<file path="config.mk">
export PLATFORM = sky130hd
export DESIGN_NAME = scsi_regif
export DESIGN_NICKNAME = d
export VERILOG_FILES = /design/src/rtl/scsi_regif_pkg.sv /design/src/rtl/scsi_cmd_dec.sv /design/src/rtl/scsi_shadow_reg.sv /design/src/rtl/scsi_regif.sv
export SDC_FILE = /design/constraint.sdc
export NUM_CORES = 1
export LEC_CHECK = 0
export BUFFER_PORTS_ARGS = -buffer_cell sky130_fd_sc_hd__buf_2
export CORE_ASPECT_RATIO = 0.6
export CORE_MARGIN = 2
export CORE_UTILIZATION = 45
export DETAILED_ROUTE_END_ITERATION = 10
export RECOVER_POWER = 25
export SYNTH_ARGS = -nofsm -noshare
export SYNTH_HDL_FRONTEND = slang
export SYNTH_SLANG_ARGS = --single-unit
</file>
<file path="constraint.sdc">
create_clock -name clk_i -period 1.9 [get_ports clk_i]
set_input_delay 0.38 -clock clk_i [delete_from_list [all_inputs] [get_ports clk_i]]
set_output_delay 0.38 -clock clk_i [all_outputs]
set_load 0.01 [all_outputs]
</file>
<file path="src/rtl/scsi_regif_pkg.sv">
package scsi_regif_pkg;
  localparam int NUM_REGS  = 16;
  localparam int IDX_CNT_L = 0;
  localparam int IDX_CNT_H = 1;
  localparam int IDX_CMD   = 3;
  localparam int IDX_STAT  = 4;
  localparam int IDX_INTR  = 5;
  localparam int IDX_SEQ   = 6;
  localparam int IDX_CFG   = 8;
  localparam int IDX_CFG3  = 11;
  localparam int IDX_ID    = 14;

  localparam logic [7:0] INTR_FUNC_DONE = 8'h08;
  localparam logic [7:0] INTR_DISC      = 8'h20;
  localparam logic [7:0] INTR_BUS_RST   = 8'h80;

  localparam int ST_TC  = 4;
  localparam int ST_INT = 7;
  localparam logic [7:0] ST_RD_CLR = 8'hE0;

  typedef struct packed {
    logic dma;
    logic flush;
    logic chip_rst;
    logic bus_rst;
    logic xfer;
    logic satn;
    logic satn_stop;
    logic resp;
    logic msg_acc;
  } cmd_t;

  typedef struct packed {
    logic xfer;
    logic satn;
    logic satn_stop;
    logic resp;
    logic flush;
  } strb_t;
endpackage

</file>
<file path="src/rtl/scsi_cmd_dec.sv">
module scsi_cmd_dec
  import scsi_regif_pkg::*;
(
  input  logic [7:0] cmd_i,
  output cmd_t       dec_o
);
  always_comb begin
    dec_o     = '0;
    dec_o.dma = cmd_i[7];
    unique case (cmd_i[6:0])
      7'h01:   dec_o.flush     = 1'b1;
      7'h02:   dec_o.chip_rst  = 1'b1;
      7'h03:   dec_o.bus_rst   = 1'b1;
      7'h10:   dec_o.xfer      = 1'b1;
      7'h11:   dec_o.resp      = 1'b1;
      7'h12:   dec_o.msg_acc   = 1'b1;
      7'h42:   dec_o.satn      = 1'b1;
      7'h43:   dec_o.satn_stop = 1'b1;
      default: ;
    endcase
  end
endmodule

</file>
<file path="src/rtl/scsi_shadow_reg.sv">
module scsi_shadow_reg #(
  parameter int IDX_W = 4,
  parameter int IDX   = 0
) (
  input  logic             clk_i,
  input  logic             rst_ni,
  input  logic             clr_i,
  input  logic             wr_i,
  input  logic [IDX_W-1:0] idx_i,
  input  logic [7:0]       wdata_i,
  output logic [7:0]       q_o
);
  always_ff @(posedge clk_i or negedge rst_ni) begin
    if (!rst_ni)                             q_o <= '0;
    else if (wr_i && int'(idx_i) == IDX)     q_o <= wdata_i;
    else if (clr_i)                          q_o <= '0;
  end
endmodule

</file>
<file path="src/rtl/scsi_regif.sv">
module scsi_regif
  import scsi_regif_pkg::*;
#(
  parameter int         ADDR_W    = 6,
  parameter logic [7:0] ID_VAL    = 8'h04,
  parameter logic [7:0] CFG3_MASK = 8'h15,
  parameter int         SEQ_W     = 3
) (
  input  logic                clk_i,
  input  logic                rst_ni,
  input  logic [ADDR_W-1:2]   addr_i,
  input  logic                wr_i,
  input  logic                rd_i,
  input  logic [7:0]          wdata_i,
  output logic [7:0]          rdata_o,
  input  logic                evt_i,
  input  logic [7:0]          evt_stat_i,
  input  logic [7:0]          evt_intr_i,
  input  logic [SEQ_W-1:0]    evt_seq_i,
  output logic                irq_o,
  output logic                dma_o,
  output logic                xfer_start_o,
  output logic                sel_atn_o,
  output logic                sel_atn_stop_o,
  output logic                status_resp_o,
  output logic                flush_o
);
  localparam int IDX_W    = ADDR_W - 2;
  localparam int N_SHADOW = 2;

  logic [7:0] rv_q [NUM_REGS];
  logic [7:0] rv_d [NUM_REGS];
  logic [7:0] cnt_wr [N_SHADOW];
  logic       irq_q, irq_d, dma_q, dma_d;
  strb_t      strb_q, strb_d;
  cmd_t       cmd;
  logic       chip_clr;
  logic [7:0] rdata_q;

  scsi_cmd_dec i_dec (.cmd_i(wdata_i), .dec_o(cmd));

  // write images of the transfer count, copied on DMA commands
  for (genvar g = 0; g < N_SHADOW; g++) begin : g_shadow
    scsi_shadow_reg #(.IDX_W(IDX_W), .IDX(IDX_CNT_L + g)) i_shadow (
      .clk_i  (clk_i),
      .rst_ni (rst_ni),
      .clr_i  (chip_clr),
      .wr_i   (wr_i),
      .idx_i  (addr_i),
      .wdata_i(wdata_i),
      .q_o    (cnt_wr[g])
    );
  end

  assign chip_clr = wr_i && int'(addr_i) == IDX_CMD && cmd.chip_rst;

  always_comb begin
    rv_d   = rv_q;
    irq_d  = irq_q;
    dma_d  = dma_q;
    strb_d = '0;
    // engine report first; bus effects of the same cycle override it
    if (evt_i) begin
      rv_d[IDX_STAT] = evt_stat_i;
      rv_d[IDX_INTR] = evt_intr_i;
      rv_d[IDX_SEQ]  = 8'(evt_seq_i);
      if (evt_stat_i[ST_INT]) irq_d = 1'b1;
    end
    if (wr_i) begin
      case (int'(addr_i))
        IDX_CNT_L, IDX_CNT_H: rv_d[IDX_STAT][ST_TC] = 1'b0;
        IDX_CMD: begin
          rv_d[IDX_CMD] = wdata_i;
          dma_d         = cmd.dma;
          if (cmd.dma) begin
            for (int s = 0; s < N_SHADOW; s++) rv_d[IDX_CNT_L + s] = cnt_wr[s];
          end
          if (cmd.flush) begin
            rv_d[IDX_INTR] = INTR_FUNC_DONE;
            rv_d[IDX_SEQ]  = '0;
            strb_d.flush   = 1'b1;
          end
          if (cmd.bus_rst) begin
            rv_d[IDX_INTR] = INTR_BUS_RST;
            if (!rv_q[IDX_CFG][6]) begin
              irq_d                = 1'b1;
              rv_d[IDX_STAT][ST_INT] = 1'b1;
            end
          end
          if (cmd.xfer) begin
            strb_d.xfer = 1'b1;
            if (cmd.dma) rv_d[IDX_STAT][ST_TC] = 1'b0;
          end
          strb_d.satn      = cmd.satn;
          strb_d.satn_stop = cmd.satn_stop;
          if (cmd.resp || cmd.msg_acc) begin
            strb_d.resp            = 1'b1;
            irq_d                  = 1'b1;
            rv_d[IDX_STAT][ST_INT] = 1'b1;
          end
          if (cmd.msg_acc) begin
            rv_d[IDX_INTR] = INTR_DISC;
            rv_d[IDX_SEQ]  = '0;
          end
          if (cmd.chip_rst) begin
            for (int r = 0; r < NUM_REGS; r++) rv_d[r] = (r == IDX_ID) ? ID_VAL : 8'h00;
            irq_d = 1'b0;
            dma_d = 1'b0;
          end
        end
        IDX_CFG, 12, 13, 14, 15: rv_d[addr_i] = wdata_i;
        IDX_CFG3:                rv_d[IDX_CFG3] = wdata_i & CFG3_MASK;
        default: ;
      endcase
    end
    if (rd_i && int'(addr_i) == IDX_INTR) begin
      rv_d[IDX_STAT] = rv_d[IDX_STAT] & ~ST_RD_CLR;
      irq_d          = 1'b0;
    end
  end

  always_ff @(posedge clk_i or negedge rst_ni) begin
    if (!rst_ni) begin
      for (int r = 0; r < NUM_REGS; r++) rv_q[r] <= (r == IDX_ID) ? ID_VAL : 8'h00;
      irq_q   <= 1'b0;
      dma_q   <= 1'b0;
      strb_q  <= '0;
      rdata_q <= '0;
    end else begin
      rv_q   <= rv_d;
      irq_q  <= irq_d;
      dma_q  <= dma_d;
      strb_q <= strb_d;
      if (rd_i) rdata_q <= rv_q[addr_i];
    end
  end

  assign rdata_o        = rdata_q;
  assign irq_o          = irq_q;
  assign dma_o          = dma_q;
  assign xfer_start_o   = strb_q.xfer;
  assign sel_atn_o      = strb_q.satn;
  assign sel_atn_stop_o = strb_q.satn_stop;
  assign status_resp_o  = strb_q.resp;
  assign flush_o        = strb_q.flush;
endmodule

</file>
After elaboration in Yosys (flattened, before gate mapping)
Index checks and enable logic that the tools add are counted.
{"block": "op_classes", "order_cmp": 2, "n_bitwise": 1, "eq_ne": 21, "reduce_logical": 20, "mux": 50}
{"cell": "128-bit bitwise mux", "n": 1}
{"cell": "128-bit 2-to-1 mux", "n": 1}
{"cell": "52-bit case mux with 2 select lines", "n": 1}
{"cell": "96-bit 2-to-1 mux", "n": 1}
{"cell": "35-bit case mux with 2 select lines", "n": 1}
{"cell": "8-bit 2-to-1 mux", "n": 8}
{"cell": "32-bit case mux with 2 select lines", "n": 1}
{"cell": "16-bit 2-to-1 mux", "n": 3}
{"cell": "8-bit binary-select mux with 4-bit select", "n": 1}
{"cell": "8-bit demux with 4-bit select", "n": 1}
{"cell": "4-bit equality test, second input constant", "n": 7}
{"cell": "1-bit 2-to-1 mux", "n": 26}
{"cell": "24-bit 2-to-1 mux", "n": 1}
{"cell": "8-bit case mux with 3 select lines", "n": 1}
{"cell": "7-bit by 5-bit equality test with 1-bit output, second input constant", "n": 3}
{"cell": "7-bit by 2-bit equality test with 1-bit output, second input constant", "n": 2}
{"cell": "7-bit equality test, second input constant", "n": 2}
{"cell": "5-bit 2-to-1 mux", "n": 2}
{"cell": "3-bit AND reduction", "n": 3}
{"cell": "4-bit by 2-bit equality test with 1-bit output, second input constant", "n": 2}
{"cell": "4-bit zero test", "n": 2}
{"cell": "7-bit by 1-bit equality test with 1-bit output, second input constant", "n": 1}
{"cell": "1-bit logical AND", "n": 6}
{"cell": "2-bit nonzero test", "n": 3}
{"cell": "13 further kinds", "n": 14}
{"block": "word_totals", "input_bits": 36, "reg_bits": 159}

Depth between registers and ports, before layout
{"block": "depth", "depth_word": 9, "mapped_depth": 8}

Hierarchy
A second synthesis with hierarchy kept.
{"block": "unflattened", "hier_cells": 618, "area_unflattened_um2": 7349.5}
{"module": "scsi_regif", "area_per_inst_um2": 6510.0, "instances": 1, "cells_each": 550, "seq_area_each_um2": 3579.7}
{"module": "scsi_shadow_reg at g_shadow[0].i_shadow", "area_per_inst_um2": 367.9, "instances": 1, "cells_each": 26, "seq_area_each_um2": 200.2}
{"module": "scsi_shadow_reg at g_shadow[1].i_shadow", "area_per_inst_um2": 365.4, "instances": 1, "cells_each": 26, "seq_area_each_um2": 200.2}
{"module": "scsi_cmd_dec", "area_per_inst_um2": 106.4, "instances": 1, "cells_each": 16, "seq_area_each_um2": 0.0}

Worst setup path after synthesis
OpenSTA, ideal clock, no wires.
{"block": "synth_path", "path_type": "input-to-reg", "start": "input port wdata_i[1]", "end": "register rv_q[118] in the netlist's numbering", "cell_stages": 7, "path_slack_ps": -193, "arrival_ps": 1972, "path_cell_list": "buf_4 > or4b_4 > or3_1 > and3_1 > buf_6 > buf_6 > a22o_1"}
{"block": "synth_between", "elab_chain_len": 4, "word_cells_on_any_way": 6, "classes_between": "2 x eq/ne; 3 x mux; 1 x reduce/logical"}
{"element": "from (decl)", "line": "scsi_regif.sv:14", "text": "input logic [7:0] wdata_i,"}
{"element": "7-bit by 2-bit equality test with 1-bit output (*)", "line": "scsi_cmd_dec.sv:10", "text": "unique case (cmd_i[6:0])"}
{"element": "1-bit 2-to-1 mux (*)", "line": "scsi_cmd_dec.sv:10"}
{"element": "3-bit inequality test (no line) or 128-bit 2-to-1 mux (tied branches)"}
{"element": "3-bit AND reduction (no line) or 35-bit case mux with 2 select lines (tied branches)"}
{"element": "to (signal assigned)", "line": "scsi_regif.sv:130", "text": "rv_q <= rv_d;"}
{"element": "to (decl)", "line": "scsi_regif.sv:31", "text": "logic [7:0] rv_q [NUM_REGS];"}
Every way passes the cells marked *; elsewhere a longest branch is shown, timed or not. The select of a mux whose other input is x is not followed.
A chain may end at the register's enable or synchronous reset.

Worst setup path after layout
{"block": "layout_path", "start": "input port wdata_i[2]", "end": "register rv_q[14] in the netlist's numbering"}
{"block": "layout_between", "elab_chain_len": 4}
{"element": "7-bit by 2-bit equality test with 1-bit output", "line": "scsi_cmd_dec.sv:10"}
{"element": "1-bit 2-to-1 mux", "line": "scsi_cmd_dec.sv:10"}
{"element": "2-bit inequality test (no line)"}
{"element": "3-bit AND reduction (no line)"}
Every way passes these cells.

==> summary.md <==
| Metric | Value |
|---|---|
| Area occupied by multi-input gates | between 2000 and 3000 sq um |
| Number of synthesized flops with an enable pin | 0 |
| Initial antenna violation count | 0 |
| Clock power frac | 0.408 |
| Synth Warn # | 0 |
| Core footprint | 15,500 sq um |
| Worst Tran Pin Value | approximately 1100 ps |
| DR DRC count | 4 |
| Hold Path Stages | 3 |
| Die X | between 150 and 200 um |
| Critical Path Source Type | input port |
| Fillcell total | 1,337 |
| Total GRT Usage | 0.2520 |
| Clock sinks | approximately 160 |
| Final Setup Violations | 0 |
| Routed vias | between 5,000 and 6,000 |
| Final Hold Vio Count | 0 |
| Final #Nets | ~800 |
| FF+latch count, synth | roughly 160 |
| Most used cell, CP | buf_4 |
| Via density | around 6 |
| Seq. cell area | roughly 4000 sq um |
| RSZ-0062 raised after global routing | no |
| Total gr overflow | 0 |
| Post-Place Cell Area | 8165 sq um |
| Layout cells sized above 1 | 0.2582 |
| Die area | approximately 17,000 sq um |
| Largest net degree at the start of global routing | 43 |
| Routed Antenna Nets | 0 |
| Register share of total power | 0.459 |
| Switching Power | about 2.4 mW |
| Port Buf Inserts | 50 |
| Setup bufs post-CTS | 0 |
| Crit-path cells | buf_2, or4b_4, buf_4, nor4_4, buf_4, buf_4, o21ai_0 |
| Max Freq | about 570 MHz |
| Min-delay worst type | input port to flop |
| Vias in the first global route | about 5,400 |
| Net Count, Synth | between 600 and 700 |
| Area grow syn2layout | 22.05% |
| CTS root buffer | clkbuf_16 |
| Hold_ws | 202.1 ps |
| Height of the die | 102.0 um |
| Clk slew on worst S/H paths | around 70 ps |
| DP HPWL | about 15,000 um |
| Max Cap Violations | 0 |
| Fin util | 0.5669 |
| Synth Instances | around 650 |
| Post-Syn Area per Cell | 11.06 sq um |
| Critical Path AT | roughly 2000 ps |
| Crit path required time | ~2200 ps |
| Leak | about 4.2 nW |
| Floorplan row count | 35 |
| Global-route wire length before repair | between 30,000 and 40,000 um |
| Cell area after synthesis | around 7200 sq um |
| Outcome | finished, violations left |
| Initial Utilization | 0.4645 |
| Fin. max-slew vios | 0 |
| Post-Layout Cell Count | roughly 960 |
| R2R cell count | 4 |
| 1st-iter DRT viols | around 540 |
| Pwr Density | approximately 1000 nW/um^2 |
| Placed Instances | 929 |
| Worst-path fanout max | 32 |
| Main synth FF type | dfrtp_1 |
| Comb pwr share | 0.133 |
| Worst setup EP type | flop |
| Net Sw Frac | 0.2694 |
| Crit Path Category | input port to flop |
| Relative slew slack | 0.2360 |
| WL/cell | 21.46 um |
| Final period util | 0.9300 |
| Max IR drop VDD | 593.7 uV |
| Max incr delay on CP | between 500 and 600 ps |
| Post-synthesis sequential area ratio | 0.5527 |
| Failing checks | DRC |
| Post-route clock skew | roughly 11 ps |
| CTS Buffer Depth | 2 |
| Post-layout instance area | slightly below 9000 sq um |
| Slowest CP cell | or4b_4 |
| Final Wtd Congestion | ~0.86 |
| CTS tree | done |
| Io pins | 51 |
| Pre-Repair DR Iteration Count | 8 |
| Distinct cell type count after synthesis | 48 |
| CTS buffer count | 17 |
| Clk_lat worst skew | about 430 ps |
| # H-tree levels | 4 |
| Share of flip-flops with an asynchronous set or reset | 1.000 |
| ANT cells | 0 |
| Final Critical Period | around 1800 ps |
| Internal power | 6.509 mW |
| Final WL | 20,650 um |
-- repair_timing --
action	4_1_cts	5_1_grt
resized for setup	0	1
hold buffers	1	0
endpoints found under the hold margin	38	0
endpoints found under the setup margin	0	1
-- synthesized netlist by cell type (all sizes together), types with 2 or more instances --
| master | number | area, sq um |
|---|---|---|
| a22o | 20 | 175.2 |
| and3 | 4 | 25.02 |
| a21oi | 14 | 70.07 |
| dfrtp | 158 | 3954 |
| nor2b | 39 | 244.0 |
| a31oi | 9 | 62.56 |
| nor4 | 3 | 33.78 |
| o21ai | 52 | 260.2 |
| o22ai | 20 | 125.1 |
| o31ai | 4 | 30.03 |
| or3 | 2 | 12.51 |
| o21a | 5 | 37.54 |
| or3b | 3 | 26.28 |
| inv | 6 | 22.52 |
| buf | 18 | 103.8 |
| nor3b | 5 | 37.54 |
| mux2i | 49 | 490.5 |
| nand3 | 10 | 50.05 |
| mux2 | 6 | 67.56 |
| nor3 | 3 | 15.01 |
| nand3b | 4 | 30.03 |
| nand2b | 3 | 18.77 |
| nor2 | 43 | 161.4 |
| mux4 | 20 | 450.4 |
| a22oi | 6 | 45.04 |
| a21o | 2 | 15.01 |
| nand2 | 94 | 352.8 |
| xnor2 | 2 | 17.52 |
| clkbuf | 33 | 123.9 |
| or2 | 3 | 18.77 |
-- power by group through the flow --
| stage | logic (mW) | registers [mW] | clock network, mW |
|---|---|---|---|
| finish | 1.18 | 4.09 | 3.64 |
| global route | 1.30 | 4.13 | 3.82 |
| CTS | 1.18 | 4.08 | 3.67 |
| detailed placement | 1.17 | 4.14 | 0 |
| global placement | 1.13 | 4.12 | 0 |
| floorplan | 0.704 | 4.05 | 0 |
-- final timing paths --
kind / endpoint / slack (ps) / from
worst max-delay path: rv_q[14] / 130 / wdata_i[2]
worst max register to register: rdata_o[1] / 220 / rv_q[1]
max in group asynchronous: rv_q[56] / 330 / rst_ni
worst min register to register: dma_o / 490 / dma_o
min in group asynchronous: g_shadow[0].i_shadow.q_o[2] / 710 / rst_ni
worst min-delay path: rv_q[72] / 200 / evt_seq_i[0]
-- logic make-up (layout without fill, tap and decap cells) --
logic type,Yosys count,after routing,synth area share
simple gates,221,221,0.1494
xor+xnor,2,2,0.002433
flops,159,159,0.5527
mux,75,75,0.1401
buf+inv,57,165,0.03475
compound gates,137,137,0.1206
-- final cells by class --
| type | count | share of cell area |
|---|---|---|
| clock buffers | 19 | 0.05040 |
| repair buffers | 127 | 0.1059 |
| well taps | 203 | 0.02890 |
| flip-flops and latches | 159 | 0.4529 |
| inverters | 6 | 0.002563 |
| clock inverters | 13 | 0.02007 |
| multi-input cells | 435 | 0.3393 |
-- state kept, by name (all words and copies together), names as in the netlist, named ones only --
name / flops
g_shadow.i_shadow.q_o: 16
rv_q: 127
status_resp_o: 1
xfer_start_o: 1
flush_o: 1
sel_atn_stop_o: 1
sel_atn_o: 1
dma_o: 1
rdata_o: 8
irq_o: 1
-- metal layers --
metal / up-vias / routed length [um] / GRT usage
li1: 2495 / - / -
met1: 2863 / 10190 / 0.3963
met2: 230 / 8326 / 0.3402
met3: 21 / 1921 / 0.07126
met4: 0 / 210 / 0.06288
met5: - / 0 / 0
-- critical path: cells and delay by family --
kind            cells  cell delay [ps]
simple gates        2              690
buf+inv             4              790
compound gates      1              180
-- through the flow --
step	setup TNS (ps)	worst slack [ps]	total power [mW]
floorplan	-2248	-177.1	4.754
finish	0	133.1	8.909
CTS	0	128.6	8.929
detailed placement	-19110	-249.2	5.309
global route	0	69.81	9.248
global placement	-16070	-209.2	5.246
-- layout by cell type, fill, tap and decap left out, types with 4 or more instances in the layout --
cell type	Yosys	layout
a21oi_1	14	14
a22o_1	20	20
a22oi_1	6	6
a31oi_1	8	8
and3_1	4	4
buf_12	0	8
buf_2	11	49
buf_4	2	68
clkbuf_16	0	17
dfrtp_1	158	158
inv_1	6	6
inv_6	0	4
mux2_2	6	6
mux2i_1	49	49
mux4_2	20	20
nand2_1	94	94
nand3_1	10	9
nand3b_1	4	4
nor2_1	43	43
nor2b_1	39	39
nor3b_1	5	5
o21a_1	5	5
o21ai_0	51	50
o22ai_1	20	20
o31ai_1	4	4
Note: power is estimated with default switching activity, not from simulation.
